--- src/rtl/boolfn_pkg.sv ---
package boolfn_pkg;

    localparam int WORD_W = 36;
    localparam int ADDR_W = WORD_W / 2;
    localparam int AC_W   = 4;
    localparam int OPC_W  = 9;
    localparam int FN_W   = 4;

    localparam logic [2:0] GROUP_CODE = 3'b100;

    typedef enum logic [1:0] {
        MODE_TO_AC = 2'b00,
        MODE_IMM   = 2'b01,
        MODE_TO_EA = 2'b10,
        MODE_BOTH  = 2'b11
    } dest_mode_t;

    typedef enum logic [2:0] {
        ST_IDLE,
        ST_RD_EA,
        ST_RD_AC,
        ST_WR_AC,
        ST_WR_EA
    } seq_state_t;

    typedef struct packed {
        logic [FN_W-1:0] fn;
        dest_mode_t      mode;
    } cmd_t;

    function automatic logic in_group(input logic [OPC_W-1:0] opc);
        return opc[OPC_W-1 -: 3] == GROUP_CODE;
    endfunction

    function automatic cmd_t decode_cmd(input logic [OPC_W-1:0] opc);
        cmd_t c;
        c.fn   = opc[5:2];
        c.mode = dest_mode_t'(opc[1:0]);
        return c;
    endfunction

endpackage

--- src/rtl/boolfn_lut.sv ---
module boolfn_lut #(
    parameter int W    = boolfn_pkg::WORD_W,
    parameter int FN_W = boolfn_pkg::FN_W
) (
    input  logic [FN_W-1:0] table_bits,
    input  logic [W-1:0]    a,
    input  logic [W-1:0]    b,
    output logic [W-1:0]    y
);
    for (genvar i = 0; i < W; i++) begin : g_bit
        assign y[i] = table_bits[{a[i], b[i]}];
    end
endmodule

--- src/rtl/boolfn_ctrl.sv ---
module boolfn_ctrl
    import boolfn_pkg::*;
(
    input  logic       clk,
    input  logic       rst,
    input  logic       start_ok,
    input  dest_mode_t new_mode,
    input  dest_mode_t cur_mode,
    input  logic       mem_ready,
    output seq_state_t state,
    output logic       load_op,
    output logic       hold_en,
    output logic       result_en,
    output logic       done
);
    seq_state_t state_nxt;
    logic       finish;

    always_comb begin
        state_nxt = state;
        load_op   = 1'b0;
        hold_en   = 1'b0;
        result_en = 1'b0;
        finish    = 1'b0;
        unique case (state)
            ST_IDLE: begin
                if (start_ok) begin
                    load_op   = 1'b1;
                    state_nxt = (new_mode == MODE_IMM) ? ST_RD_AC : ST_RD_EA;
                end
            end
            ST_RD_EA: begin
                if (mem_ready) begin
                    hold_en   = 1'b1;
                    state_nxt = ST_RD_AC;
                end
            end
            ST_RD_AC: begin
                if (mem_ready) begin
                    result_en = 1'b1;
                    state_nxt = (cur_mode == MODE_TO_EA) ? ST_WR_EA : ST_WR_AC;
                end
            end
            ST_WR_AC: begin
                if (mem_ready) begin
                    if (cur_mode == MODE_BOTH) begin
                        state_nxt = ST_WR_EA;
                    end else begin
                        state_nxt = ST_IDLE;
                        finish    = 1'b1;
                    end
                end
            end
            ST_WR_EA: begin
                if (mem_ready) begin
                    state_nxt = ST_IDLE;
                    finish    = 1'b1;
                end
            end
            default: state_nxt = ST_IDLE;
        endcase
    end

    always_ff @(posedge clk) begin
        if (rst) begin
            state <= ST_IDLE;
            done  <= 1'b0;
        end else begin
            state <= state_nxt;
            done  <= finish;
        end
    end
endmodule

--- src/rtl/boolfn_port.sv ---
module boolfn_port
    import boolfn_pkg::*;
#(
    parameter int W      = WORD_W,
    parameter int ADDR_W = boolfn_pkg::ADDR_W,
    parameter int AC_W   = boolfn_pkg::AC_W
) (
    input  seq_state_t        state,
    input  logic [AC_W-1:0]   ac_q,
    input  logic [ADDR_W-1:0] ea_q,
    input  logic [W-1:0]      result_q,
    output logic              mem_req,
    output logic              mem_we,
    output logic [ADDR_W-1:0] mem_addr,
    output logic [W-1:0]      mem_wdata
);
    localparam int AC_PAD = ADDR_W - AC_W;

    logic [ADDR_W-1:0] ac_addr;
    assign ac_addr   = {{AC_PAD{1'b0}}, ac_q};
    assign mem_wdata = result_q;

    always_comb begin
        mem_req  = 1'b1;
        mem_we   = 1'b0;
        mem_addr = ac_addr;
        unique case (state)
            ST_IDLE:  mem_req = 1'b0;
            ST_RD_EA: mem_addr = ea_q;
            ST_RD_AC: mem_addr = ac_addr;
            ST_WR_AC: mem_we = 1'b1;
            ST_WR_EA: begin
                mem_we   = 1'b1;
                mem_addr = ea_q;
            end
            default:  mem_req = 1'b0;
        endcase
    end
endmodule

--- src/rtl/boolfn_seq.sv ---
module boolfn_seq
    import boolfn_pkg::*;
#(
    parameter int W      = WORD_W,
    parameter int ADDR_W = boolfn_pkg::ADDR_W,
    parameter int AC_W   = boolfn_pkg::AC_W,
    parameter int OPC_W  = boolfn_pkg::OPC_W
) (
    input  logic              clk,
    input  logic              rst,
    input  logic              start,
    input  logic [OPC_W-1:0]  opcode,
    input  logic [AC_W-1:0]   ac_sel,
    input  logic [ADDR_W-1:0] ea,
    output logic              done,
    output logic              mem_req,
    output logic              mem_we,
    output logic [ADDR_W-1:0] mem_addr,
    output logic [W-1:0]      mem_wdata,
    input  logic [W-1:0]      mem_rdata,
    input  logic              mem_ready
);
    localparam int IMM_PAD = W - ADDR_W;

    seq_state_t        state;
    cmd_t              cmd_new, cmd_q;
    logic [AC_W-1:0]   ac_q;
    logic [ADDR_W-1:0] ea_q;
    logic [W-1:0]      hold_q, result_q, operand_b, lut_y;
    logic              start_ok, load_op, hold_en, result_en;

    assign cmd_new  = decode_cmd(opcode);
    assign start_ok = start && (state == ST_IDLE) && in_group(opcode);

    assign operand_b = (cmd_q.mode == MODE_IMM) ? {{IMM_PAD{1'b0}}, ea_q} : hold_q;

    boolfn_ctrl u_ctrl (
        .clk       (clk),
        .rst       (rst),
        .start_ok  (start_ok),
        .new_mode  (cmd_new.mode),
        .cur_mode  (cmd_q.mode),
        .mem_ready (mem_ready),
        .state     (state),
        .load_op   (load_op),
        .hold_en   (hold_en),
        .result_en (result_en),
        .done      (done)
    );

    boolfn_lut #(.W(W)) u_lut (
        .table_bits (cmd_q.fn),
        .a          (mem_rdata),
        .b          (operand_b),
        .y          (lut_y)
    );

    boolfn_port #(.W(W), .ADDR_W(ADDR_W), .AC_W(AC_W)) u_port (
        .state     (state),
        .ac_q      (ac_q),
        .ea_q      (ea_q),
        .result_q  (result_q),
        .mem_req   (mem_req),
        .mem_we    (mem_we),
        .mem_addr  (mem_addr),
        .mem_wdata (mem_wdata)
    );

    always_ff @(posedge clk) begin
        if (rst) begin
            cmd_q    <= '0;
            ac_q     <= '0;
            ea_q     <= '0;
            hold_q   <= '0;
            result_q <= '0;
        end else begin
            if (load_op) begin
                cmd_q <= cmd_new;
                ac_q  <= ac_sel;
                ea_q  <= ea;
            end
            if (hold_en)   hold_q   <= mem_rdata;
            if (result_en) result_q <= lut_y;
        end
    end
endmodule

--- config.mk ---
export PLATFORM = sky130hd
export DESIGN_NAME = boolfn_seq
export DESIGN_NICKNAME = d
export VERILOG_FILES = /design/src/rtl/boolfn_pkg.sv /design/src/rtl/boolfn_lut.sv /design/src/rtl/boolfn_ctrl.sv /design/src/rtl/boolfn_port.sv /design/src/rtl/boolfn_seq.sv
export SDC_FILE = /design/constraint.sdc
export NUM_CORES = 1
export LEC_CHECK = 0
export ABC_AREA = 1
export CAP_MARGIN = 20
export CELL_PAD_IN_SITES_DETAIL_PLACEMENT = 0
export CELL_PAD_IN_SITES_GLOBAL_PLACEMENT = 1
export CORE_MARGIN = 1
export CORE_UTILIZATION = 36
export CTS_BUF_LIST = sky130_fd_sc_hd__clkbuf_8 sky130_fd_sc_hd__clkbuf_16
export DETAILED_ROUTE_END_ITERATION = 6
export GPL_ROUTABILITY_DRIVEN = 0
export PLACE_DENSITY_LB_ADDON = 0.3
export RECOVER_POWER = 100
export SLEW_MARGIN = 20
export SYNTH_ARGS = -nofsm -noshare
export SYNTH_HDL_FRONTEND = slang
export SYNTH_HIERARCHICAL = 1
export SYNTH_SLANG_ARGS = --single-unit
export TNS_END_PERCENT = 20
--- constraint.sdc ---
create_clock -name clk -period 1.95 [get_ports clk]
set_input_delay 0.195 -clock clk [delete_from_list [all_inputs] [get_ports clk]]
set_output_delay 0.195 -clock clk [all_outputs]
set_load 0.02 [all_outputs]
==> flow_summary_export.csv <==
group,metric,value,unit
finish,nFillCells,1866,
critical_path,crit_top_cell,"nand2_1",
sta,worst_pin_slew,0.7554,ns
sta,finalSetupViolations,0,
sta,finalSetupTns,0,ns
clocking,cts_tree,"done",
routing,ant_nets,0,
sta,drv_slew,0,
critical_path,cp.buffers_inverters,2,
power_and_ir_drop,p_per_area,814.9,nW/um2
worst_hold_path,whs_endpoint,"ea_q[10]",
global_routing,track_usage,19.42,%
synth,yosys-top-cells-count,"nand2_1, nor2_1, inv_1",
synth,synth_top_area_share,33.12,%
clocking,clock_sinks,104,
synth,synth_cell_types,25,
global_routing,grt_pass1_wl,27770,um
worst_hold_path,hp-class,"input pin to flop",
synth,synth_mux_area_share,0,%
synth,synth_fp_nets,1090,
sta,post-route-period-util,94.09,%
floorplanning,core_region_area,16820,um2
floorplanning,die-area,17990,um2
critical_path,worstReg2RegEnd,"result_q[20]",
routing,drc,0,
critical_path,worst-setup-path-type,"flop to output port",
global_routing,gr-total-overflow,0,
critical_path,start_kind,"flop",
clocking,cts_root_buf,"clkbuf_16",
floorplanning,start_util,37.38,%
critical_path,crit_path_max_incr_delay,0.40,ns
critical_path,required,1.75,ns
synth,netlist_instances,1019,
power_and_ir_drop,vdd_drop_max,0.4485,mV
flow_run,maxCapViolCount,0,
floorplanning,fp-row-count,47,
synth,synth_seq_cells,104,
critical_path,worstRegToRegCells,8,
routing,wl_per_cell,12.85,um
critical_path,slowest_stage,"dfxtp_1",
clocking,htreeDepth,3,
sta,hold_violations,0,
synth,avgSynthCellArea,6.169,um2
global_routing,antenna_found_initial,0,
routing,wl,16910,um
sta,skew,0.008059,ns
worst_hold_path,hold_depth,3,
clocking,cts_buffers,9,
routing,drt-initial-drc-count,334,
synth,synth_fa_ha_area_share,0,%
critical_path,worstReg2RegStart,"u_ctrl/state[2]",
finish,syn_to_final_growth,21.18,%
critical_path,crit_chain,"buf_4, nor2_1, nand2_1, nand3_1, nand2_1, clkdlybuf4s15_1",
synth,yosysSeqAreaShare,33.12,%
placed_design,dp_hpwl,10950,um
synth,synth_flop_cell,"dfxtp_1",
clocking,clockBufferDepth,2,
finish,drive_above_1_share,6.752,%
synth,yosys_warnings,6,
power_and_ir_drop,p_leak,4.034,nW
synth,synth_xor_area_share,0,%
sta,relSlewSlack,49.56,%
routing,dr.pass1.iters,4,
finish,diodes,0,
finish,post-route-util,45.29,%
critical_path,crit_family,"buffers and inverters",
clocking,clk_latency,0.36,ns
sta,min_period,1.835,ns
synth,synth-simple-area-share,40.21,%
floorplanning,die_width,134.1,um
synth,synth_compound_area_share,8.599,%
global_routing,grt_max_degree,51,
synth,synth_area_leaders,"dfxtp_1, nand2_1, nor2_1",
synth,async_reset_ff_share,0,%
worst_hold_path,holdCritStartpoint,"ea[10]",
floorplanning,die_h,134.1,um
finish,multi_input_area,3034,um2
global_routing,grt_pass1_vias,5680,
finish,layout.nets,1162,
sta,rsz0062_at_grt,"yes",
routing,route.vias.total,6052,
clocking,cts_hold_buf,0,
synth,yosysMostFrequentCell,"nand2_1",
finish,seqCellArea,2083,um2
clocking,path_clk_slew,0.07,ns
run_status,status,"finished clean",
critical_path,critPathCaptureType,"output port",
floorplanning,pin_count,128,
critical_path,arrival,1.64,ns
synth,yosysTopAreaCell,"dfxtp_1",
synth,synth_top_family_by_area,"simple AND/OR/NAND/NOR gates",
synth,syn_area,6286,um2
routing,vias_per_cell,4.599,
sta,fmax,545.0,MHz
synth,synth_edf_count,0,
critical_path,cp_max_fo,9,
critical_path,reg2reg_slack,0.16,ns
placed_design,port_buffers,127,
cell usage in the layout, fill, tap and decap left out, drive strengths merged, types with 12 or more instances in the layout:
cell type and n:
nand2 258, nor2 248, inv 130, dfxtp 104, o21ai 103, nand3 89
clkdlybuf4s50 70, dlygate4sd3 37, dlygate4sd2 15, buf 15, clkbuf 12
worst min-delay path: stages:
cell             delay, ns
clkdlybuf4s50_1       0.39
nor2_1                0.10
nor2_1                0.05
metal layers:
layer,track usage [%],routed length (um),up-vias
li1,-,-,3214
met1,25.59,8370,2715
met2,32.47,7659,109
met3,2.834,631,14
met4,6.367,248,0
met5,0,0,-
state kept, by name, summed over array words and instances, names as in the netlist:
signal,count
ac_q,4
cmd_q,6
hold_q,36
result_q,36
ea_q,18
u_ctrl/state,3
u_ctrl/done,1
through the flow:
stage	total power, mW	setup WS (ns)	std cells	instance area (um2)	hold WS [ns]
3_5_place_dp	4.419	0.09782	1298	7371	0.4834
2_1_floorplan	3.921	0.4712	1019	6286	0.2574
5_1_grt	6.624	-0.005544	1316	7617	0.4268
4_1_cts	6.343	-0.1568	1314	7664	0.4078
6_report	6.207	0.1153	1316	7617	0.4137
3_3_place_gp	4.410	0.1239	1298	7371	0.4767
final cells by class:
class | count | area share, %
timing repair buffer | 143 | 18.73
clock buffer | 10 | 3.137
tap | 220 | 3.614
sequential | 104 | 27.35
clock inverter | 6 | 0.8870
multi-input combinational | 704 | 39.83
inverter | 129 | 6.455
kinds of logic after synthesis:
| kind of cell | Yosys count |
|---|---|
| AO/OA/AOI/OAI | 105 |
| buffers and inverters | 211 |
| flip-flops | 104 |
| AND/OR/NAND/NOR | 599 |
where the power goes:
group	switching [mW]	total (mW)	internal (mW)	leakage [nW]
clock	0.878	1.91	1.04	0.145
sequential	0.130	2.48	2.35	0.844
combinational	1.11	1.81	0.701	3.04
total	2.12	6.21	4.09	4.03
worst max-delay path by stage:
stage,from,end,cells after the start
2_1_floorplan,u_ctrl/state[0],ac_q[0],9
3_3_place_gp,u_ctrl/state[2],mem_req,5
3_5_place_dp,start,ea_q[9],10
4_1_cts,u_ctrl/state[0],mem_addr[8],4
5_1_grt,u_ctrl/state[0],mem_addr[0],6
6_report,u_ctrl/state[0],mem_addr[0],6
what timing repair did:
action                                  CTS  global route
endpoints found under the setup margin   20             5
resized for setup                        21             5
pin swaps                                 1             1
buffers inserted                          0             2
Note: power is estimated with default switching activity, not from simulation.
